`config.mk`:
```
export PLATFORM = sky130hd
export DESIGN_NAME = vout_status_reg
export DESIGN_NICKNAME = d
export VERILOG_FILES = /design/src/rtl/vstat_pkg.sv /design/src/rtl/vstat_cmp.sv /design/src/rtl/vstat_latch.sv /design/src/rtl/vstat_alert.sv /design/src/rtl/vout_status_reg.sv
export SDC_FILE = /design/constraint.sdc
export NUM_CORES = 1
export LEC_CHECK = 0
export ABC_AREA = 1
export CAP_MARGIN = 20
export CELL_PAD_IN_SITES_DETAIL_PLACEMENT = 1
export CELL_PAD_IN_SITES_GLOBAL_PLACEMENT = 2
export CORE_ASPECT_RATIO = 0.8
export CORE_MARGIN = 10
export CORE_UTILIZATION = 19
export CTS_BUF_LIST = sky130_fd_sc_hd__clkbuf_16
export CTS_CLUSTER_SIZE = 25
export DETAILED_ROUTE_END_ITERATION = 16
export GPL_ROUTABILITY_DRIVEN = 0
export PLACE_DENSITY_LB_ADDON = 0.1
export SKIP_LAST_GASP = 1
export SYNTH_ARGS = -nofsm -noshare
export SYNTH_HDL_FRONTEND = slang
export SYNTH_SLANG_ARGS = --single-unit
```
`constraint.sdc`:
```
create_clock -name clk -period 1.1 [get_ports clk]
set_input_delay 0.33 -clock clk [delete_from_list [all_inputs] [get_ports clk]]
set_output_delay 0.33 -clock clk [all_outputs]
set_load 0.005 [all_outputs]
```
`src/rtl/vstat_pkg.sv`:
```
package vstat_pkg;
   localparam int STAT_W = 8;
   localparam int B_OVF  = 7;
   localparam int B_OVW  = 6;
   localparam int B_UVW  = 5;
   localparam int B_UVF  = 4;
   localparam int B_CLW  = 3;
   localparam logic [STAT_W-1:0] LIVE_BITS = 8'hF8;
endpackage

```
`src/rtl/vstat_cmp.sv`:
```
module vstat_cmp
   import vstat_pkg::*;
#(
   parameter int SAMPLE_W  = 12,
   parameter bit ABS_OV_EN = 1'b1
) (
   input  logic [SAMPLE_W-1:0] smp_data,
   input  logic                smp_valid,
   input  logic [SAMPLE_W-1:0] ov_fault_lim,
   input  logic [SAMPLE_W-1:0] ov_warn_lim,
   input  logic [SAMPLE_W-1:0] uv_warn_lim,
   input  logic [SAMPLE_W-1:0] uv_fault_lim,
   input  logic [SAMPLE_W-1:0] abs_ov_lim,
   input  logic                abs_ov_sel,
   input  logic                clamp_evt,
   output logic [STAT_W-1:0]   set_vec
);
   logic abs_hit;

   generate
      if (ABS_OV_EN) begin : g_abs
         assign abs_hit = abs_ov_sel && (smp_data > abs_ov_lim);
      end else begin : g_noabs
         assign abs_hit = 1'b0;
      end
   endgenerate

   always_comb begin
      set_vec        = '0;
      set_vec[B_OVF] = smp_valid && ((smp_data > ov_fault_lim) || abs_hit);
      set_vec[B_OVW] = smp_valid && (smp_data > ov_warn_lim);
      set_vec[B_UVW] = smp_valid && (smp_data < uv_warn_lim);
      set_vec[B_UVF] = smp_valid && (smp_data < uv_fault_lim);
      set_vec[B_CLW] = clamp_evt;
   end
endmodule

```
`src/rtl/vstat_latch.sv`:
```
module vstat_latch
   import vstat_pkg::*;
(
   input  logic              clk,
   input  logic              rst_n,
   input  logic [STAT_W-1:0] set_vec,
   input  logic              wr_en,
   input  logic [STAT_W-1:0] wr_data,
   input  logic              clear_all,
   input  logic              onoff_toggle,
   output logic [STAT_W-1:0] status_q
);
   logic [STAT_W-1:0] clr_vec;
   logic [STAT_W-1:0] nxt_raw;
   logic [STAT_W-1:0] nxt;

   always_comb begin
      clr_vec = (wr_en ? wr_data : '0) | {STAT_W{clear_all | onoff_toggle}};
      nxt_raw = (set_vec | (status_q & ~clr_vec)) & LIVE_BITS;
      nxt     = nxt_raw;
      nxt[B_UVW] = nxt_raw[B_UVW] | nxt_raw[B_UVF];
   end

   always_ff @(posedge clk or negedge rst_n) begin
      if (!rst_n) status_q <= '0;
      else        status_q <= nxt;
   end
endmodule

```
`src/rtl/vstat_alert.sv`:
```
module vstat_alert
   import vstat_pkg::*;
(
   input  logic              clk,
   input  logic              rst_n,
   input  logic [STAT_W-1:0] status_q,
   input  logic [STAT_W-1:0] alert_mask,
   output logic              alert_n
);
   always_ff @(posedge clk or negedge rst_n) begin
      if (!rst_n) alert_n <= 1'b1;
      else        alert_n <= ~|(status_q & ~alert_mask);
   end
endmodule

```
`src/rtl/vout_status_reg.sv`:
```
module vout_status_reg
   import vstat_pkg::*;
#(
   parameter int SAMPLE_W  = 12,
   parameter bit ABS_OV_EN = 1'b1
) (
   input  logic                clk,
   input  logic                rst_n,
   input  logic [SAMPLE_W-1:0] smp_data,
   input  logic                smp_valid,
   input  logic [SAMPLE_W-1:0] ov_fault_lim,
   input  logic [SAMPLE_W-1:0] ov_warn_lim,
   input  logic [SAMPLE_W-1:0] uv_warn_lim,
   input  logic [SAMPLE_W-1:0] uv_fault_lim,
   input  logic [SAMPLE_W-1:0] abs_ov_lim,
   input  logic                abs_ov_sel,
   input  logic                clamp_evt,
   input  logic                clear_all,
   input  logic                onoff_toggle,
   input  logic                wr_en,
   input  logic [7:0]          wr_data,
   input  logic [7:0]          alert_mask,
   output logic [7:0]          status_byte,
   output logic                summary,
   output logic                alert_n
);
   generate
      if (SAMPLE_W < 2 || SAMPLE_W > 32) begin : g_bad_width
         $error("vout_status_reg: SAMPLE_W must lie in 2..32");
      end
      if (STAT_W != 8) begin : g_bad_stat
         $error("vout_status_reg: status width must be one byte");
      end
   endgenerate

   logic [STAT_W-1:0] set_vec;
   logic [STAT_W-1:0] status_q;

   vstat_cmp #(.SAMPLE_W(SAMPLE_W), .ABS_OV_EN(ABS_OV_EN)) u_cmp (
      .smp_data     (smp_data),
      .smp_valid    (smp_valid),
      .ov_fault_lim (ov_fault_lim),
      .ov_warn_lim  (ov_warn_lim),
      .uv_warn_lim  (uv_warn_lim),
      .uv_fault_lim (uv_fault_lim),
      .abs_ov_lim   (abs_ov_lim),
      .abs_ov_sel   (abs_ov_sel),
      .clamp_evt    (clamp_evt),
      .set_vec      (set_vec)
   );

   vstat_latch u_latch (
      .clk          (clk),
      .rst_n        (rst_n),
      .set_vec      (set_vec),
      .wr_en        (wr_en),
      .wr_data      (wr_data),
      .clear_all    (clear_all),
      .onoff_toggle (onoff_toggle),
      .status_q     (status_q)
   );

   vstat_alert u_alert (
      .clk        (clk),
      .rst_n      (rst_n),
      .status_q   (status_q),
      .alert_mask (alert_mask),
      .alert_n    (alert_n)
   );

   assign status_byte = status_q;
   assign summary     = |status_q;
endmodule

```
After elaboration in Yosys (flattened, before gate mapping)
Cells that the tools add are included.

Output and inout port bits: 10. Input port bits: 96. Bits in registers: 6.

Magnitude comparators: 5. Mux-type cells: 1. Bitwise logic cells: 8. Reductions and logical operators: 9.

Operator list (count): 12-bit greater-than comparator (3); 12-bit < comparator (2); 8-bit AND (2); 8-bit NOT (2); 8-bit OR (2); 8-bit two-way mux (1); 8-bit OR reduction (1); 1-bit logical AND (5); 5-bit OR reduction (1); 1-bit OR (2); 1-bit zero test (1); 1-bit logical OR (1).

Longest topological paths before layout
Depth in word-level cells: 6. Gate-level depth with buffers: 13. Mapped depth without buffers: 13.

By module
Synthesis repeated with hierarchy kept, for this count alone.

Cells, all modules: 328. Area total of the unflattened synthesis: 2031.9 um^2.

Modules (own cells, without submodules): vstat_cmp (cells each 258, times used 1, area each 1594.0 um^2); vstat_latch (cells each 27, times used 1, area each 254.0 um^2); vstat_alert (cells each 28, times used 1, area each 127.6 um^2); vout_status_reg (cells each 15, times used 1, area each 56.3 um^2).

Worst setup path after synthesis
Ideal clock, no wire load.

Path type: in2reg. Start point: input port uv_fault_lim[11]. End point: register u_latch.status_q[5]. Buffers on the path: 0. Data required time: 0.979 ns. Setup time: 0.121 ns. Setup slack: -0.231 ns. Stages: 7. Data arrival time: 1.210 ns. Cells stage by stage: inv_1 > ha_1 > nand2_2 > nor4_2 > nand2_1 > a21oi_2 > nand2_1.

Word-level cells in the longest chain between the ends: 4.

Ends and longest elaborated chain: start: declaration (line vout_status_reg.sv:14) `input logic [SAMPLE_W-1:0] uv_fault_lim,`; 12-bit < comparator (line vstat_cmp.sv:33) `set_vec[B_UVF] = smp_valid && (smp_data < uv_fault_lim);`; 1-bit logical AND (line vstat_cmp.sv:33); 8-bit OR (line vstat_latch.sv:19) `nxt_raw = (set_vec | (status_q & ~clr_vec)) & LIVE_BITS;`; 1-bit OR (line vstat_latch.sv:21) `nxt[B_UVW] = nxt_raw[B_UVW] | nxt_raw[B_UVF];`; net u_latch.nxt[5] (line vstat_latch.sv:15) `logic [STAT_W-1:0] nxt;`; end signal: assignment (line vstat_latch.sv:26) `else status_q <= nxt;`; end: declaration (line vstat_latch.sv:11) `output logic [STAT_W-1:0] status_q`.

The timed path passes the listed nets, and every way through them passes these cells.

Worst setup path in the final report
Start point: input port smp_data[5]. End point: register u_latch.status_q[5].

Word-level cells in the longest chain between the ends: 4. Elaborated cells on any way between the ends: 6. Those cells by class: 2 x order compare; 2 x bitwise; 2 x reduce/logical.

Ends and longest elaborated chain: start: declaration (line vout_status_reg.sv:9) `input logic [SAMPLE_W-1:0] smp_data,`; 12-bit < comparator, on equally long branches (line vstat_cmp.sv:32, vstat_cmp.sv:33); 1-bit logical AND, on equally long branches (line vstat_cmp.sv:32, vstat_cmp.sv:33); 8-bit OR (*) (line vstat_latch.sv:19); 1-bit OR (*) (line vstat_latch.sv:21); net u_latch.nxt[5] (line vstat_latch.sv:15).

The timed path passes the listed nets; every way through them passes the cells marked *.

==> impl_metrics.py <==
metrics = {
    "clocking": {
        "worstSkewPairLatency_ns": 0.23,
        "cts_buffers": 3,
        "clock-sinks": 6,
        "tritoncts": "yes",
        "path_clk_slew_ns": 0.04,
        "clock_tree_root_driver_cell": "sky130_fd_sc_hd__clkbuf_16",
        "cts-htree-levels": 1,
        "ctsHoldBuffers": 0,
        "ctsLongestPathBuffers": 2,
    },
    "finish": {
        "finalNetCount": 582,
        "area_growth_syn_to_layout_pct": 117,
        "antenna_cells_inserted": 0,
        "post_route_cells_drive_above_1_share": 0.485,
        "post_layout_nonfiller_instances": 563,
        "final_core_utilization": 0.425,
        "final.fill_count": 1139,
    },
    "synth": {
        "synth_area_mm2": 0.00189,
        "yosysWarningCount": 0,
        "ys_seq_elements": 6,
        "synth_seq_area_share": 0.0803,
        "netlist_instances": 296,
        "post_synth_num_cell_types": 25,
        "mapped_avg_cell_area_um2": 6.37,
    },
    "sta": {
        "tns_ns": -1.64,
        "slew_violations": 0,
        "rsz_0062_raised_after_global_routing": "true",
        "fmaxAchievable_ghz": 0.697,
        "setup_slack_ns": -0.335,
        "hold_vio_cnt_final": 0,
        "layout_worst_path_cycle_share": 1.30,
        "timing.final.setup_violations": 10,
        "finalWorstPathRequiredPeriod_ns": 1.44,
        "clock-skew-final_ns": 0.00251,
    },
    "setup_path": {
        "timing.critical_path.fanout_max": 4,
        "r2r_cells": 6,
        "timing.critical_path.arrival_ns": 1.54,
        "critical_path.top_delay_family": "buffers and inverters",
        "worst_path_most_repeated_cell": "sky130_fd_sc_hd__nand2_1",
        "worst-r2r-setup-slack_ns": -0.03,
        "critical_path.reg2reg.endpoint": "u_latch.status_q[5]",
        "setup.worst_path.end_class": "flop",
        "regToRegStartpoint": "u_latch.status_q[4]",
        "critical_path_cell_count": 11,
        "setup.worst_path.start": "smp_data[5]",
        "timing.critical_path.cells": "buf_6 > buf_8 > buf_4 > ha_4 > nand2_1 > nand2_1 > nand2_1 > a21oi_2 > nor2_1 > a21oi_2 > nand2_1",
        "crit_path_start_kind": "input pin",
        "path_class": "input pin to flop",
        "critPathSlowestCell": "sky130_fd_sc_hd__ha_4",
        "timing.critical_path.buf_inv": 3,
        "critical_path_required_ns": 1.21,
        "timing.critical_path.to": "u_latch.status_q[5]",
        "critical_path.max_stage_delay_ns": 0.26,
    },
    "floorplan": {
        "initial_core_utilization": 0.195,
        "floorplan.die.width_um": 131,
        "vert_die_dim_um": 109,
        "io_pins": 106,
        "placeableCoreArea_mm2": 0.00965,
        "floorplan.rows": 32,
        "die_area_mm2": 0.0143,
    },
    "hold_path": {
        "worst_hold_path_class": "input pin to async pin",
    },
    "grt": {
        "first_global_vias": 2504,
        "grt.overflow.total": 0,
        "maximum_number_of_pins_on_one_net_before_global_route_repair": 7,
        "grtUsageTotal": 0.106,
        "number_of_antenna_violations_at_the_first_check_in_global_routing": 0,
        "wire_length_of_the_first_global_routing_pass_mm": 12.5,
    },
    "routing": {
        "drc_errors": 0,
        "detailedRoute.firstPassIterationCount": 3,
        "route.vias.total": 2268,
        "detail_route.wirelength_mm": 7.86,
        "number_of_drc_markers_after_the_initial_detailed_route_iteration": 20,
        "antenna_left": 0,
        "via_per_inst": 4.03,
        "post_drt_wl_per_cell_um": 14.0,
    },
    "job": {
        "cap_viol_max_count": 0,
    },
    "power_and_ir_drop": {
        "power.share.clock": 0.251,
        "total_leakage_power_uw": 0.00203,
        "netSwitchingFraction": 0.354,
        "cellPowerDensity_mw_per_mm2": 578,
        "irDropWorstVdd_uv": 334,
        "total_power_uw": 2370,
        "power_switching_uw": 837,
        "p_int_uw": 1530,
        "pwr-share-comb": 0.635,
        "seq_power_share": 0.115,
    },
    "placed_design": {
        "numPlacedInstances": 551,
        "hpwl_detailed_mm": 6.78,
        "numPortBuffers": 96,
    },
    "status": {
        "run_status": "finished with violations",
        "failed_checks": "negative setup slack",
    },
}
## area by class of cell
class / count / area (um2) / share of cell area
clock buffer: 3 / 75.1 / 0.0183
clock inverter: 1 / 3.75 / 0.000916
inverter: 85 / 409 / 0.0999
multi-input combinational: 204 / 2150 / 0.524
sequential: 6 / 151 / 0.0370
tap: 136 / 170 / 0.0415
timing repair buffer: 128 / 1140 / 0.278
## per-stage QoR
stage / instance area [um2] / worst slack (ns) / hold WS [ns]
floorplan: 2320 / -0.169 / 0.0344
CTS: 4080 / -0.363 / 0.370
detailed placement: 3630 / -0.959 / 0.539
global route: 4100 / -0.404 / 0.383
global placement: 3630 / -0.949 / 0.527
finish: 4100 / -0.335 / 0.366
## logic make-up after synthesis
group           Yosys count  synth area share
flops                     6            0.0803
compound gates           37             0.113
other cells               1           0.00199
simple gates            106             0.238
fa+ha+maj                58             0.385
buf+inv                  88             0.181
## cell usage after synthesis
cell type	n	share of area
sky130_fd_sc_hd__a21o_1	2	0.0080
sky130_fd_sc_hd__o22ai_1	2	0.0066
sky130_fd_sc_hd__nor2_2	2	0.0066
sky130_fd_sc_hd__dfrtp_1	5	0.066
sky130_fd_sc_hd__and2_1	1	0.0033
sky130_fd_sc_hd__buf_4	3	0.012
sky130_fd_sc_hd__a21oi_2	2	0.0093
sky130_fd_sc_hd__nand2_1	67	0.13
sky130_fd_sc_hd__inv_1	84	0.17
sky130_fd_sc_hd__nor4_2	1	0.0066
sky130_fd_sc_hd__nand2_2	2	0.0066
sky130_fd_sc_hd__nand4_1	3	0.010
sky130_fd_sc_hd__nand3_1	11	0.029
sky130_fd_sc_hd__nor3_1	2	0.0053
sky130_fd_sc_hd__dfstp_2	1	0.014
sky130_fd_sc_hd__o21ai_0	6	0.016
sky130_fd_sc_hd__conb_1	1	0.0020
sky130_fd_sc_hd__a211oi_1	3	0.012
sky130_fd_sc_hd__a31o_2	1	0.0046
sky130_fd_sc_hd__o21bai_1	1	0.0040
sky130_fd_sc_hd__inv_2	1	0.0020
sky130_fd_sc_hd__a21oi_1	20	0.053
sky130_fd_sc_hd__ha_1	58	0.38
sky130_fd_sc_hd__nor3_2	1	0.0053
sky130_fd_sc_hd__nor2_1	16	0.032
## flip-flops by register name, indices dropped and copies added (netlist names)
| name | cells |
|---|---|
| u_alert.alert_n | 1 |
| u_latch.status_q | 5 |
## cell usage in the layout (no fill, tap or decap), types with 14 or more instances in the layout
cell type                         instances
sky130_fd_sc_hd__nand2_1                 53
sky130_fd_sc_hd__inv_2                   30
sky130_fd_sc_hd__inv_4                   14
sky130_fd_sc_hd__clkdlybuf4s50_1         16
sky130_fd_sc_hd__buf_6                   14
sky130_fd_sc_hd__a21oi_1                 14
sky130_fd_sc_hd__dlygate4sd2_1           32
sky130_fd_sc_hd__buf_4                   27
sky130_fd_sc_hd__inv_1                   36
sky130_fd_sc_hd__ha_4                    46
## routing by layer
metal / up-vias / global-route usage / wire [um]
met5: - / 0 / 0
met3: 2 / 0.0188 / 266
li1: 1192 / - / -
met2: 51 / 0.195 / 3970
met1: 1023 / 0.132 / 3600
met4: 0 / 0.00951 / 17
## power by group through the flow
| stage | logic [uW] | clock network (uW) | registers, uW |
|---|---|---|---|
| 5_1_grt | 1700 | 624 | 274 |
| 6_report | 1500 | 593 | 271 |
| 3_5_place_dp | 1310 | 0 | 268 |
| 4_1_cts | 1500 | 602 | 272 |
| 2_1_floorplan | 572 | 0 | 275 |
| 3_3_place_gp | 1290 | 0 | 267 |
## worst min path at each step
| stage | endpoint | cells after the start |
|---|---|---|
| floorplan | u_latch.status_q[3] | 0 |
| global placement | u_alert.alert_n | 2 |
| detailed placement | u_alert.alert_n | 2 |
| CTS | u_latch.status_q[6] | 1 |
| global route | u_latch.status_q[6] | 1 |
| finish | u_latch.status_q[6] | 1 |
## timing repair
item                                    in CTS  in global routing
setup buffers                                6                 11
pin swaps                                   73                 43
resized for setup                          223                 79
endpoints found under the setup margin      11                 11
(Power assumes the default switching activity.)
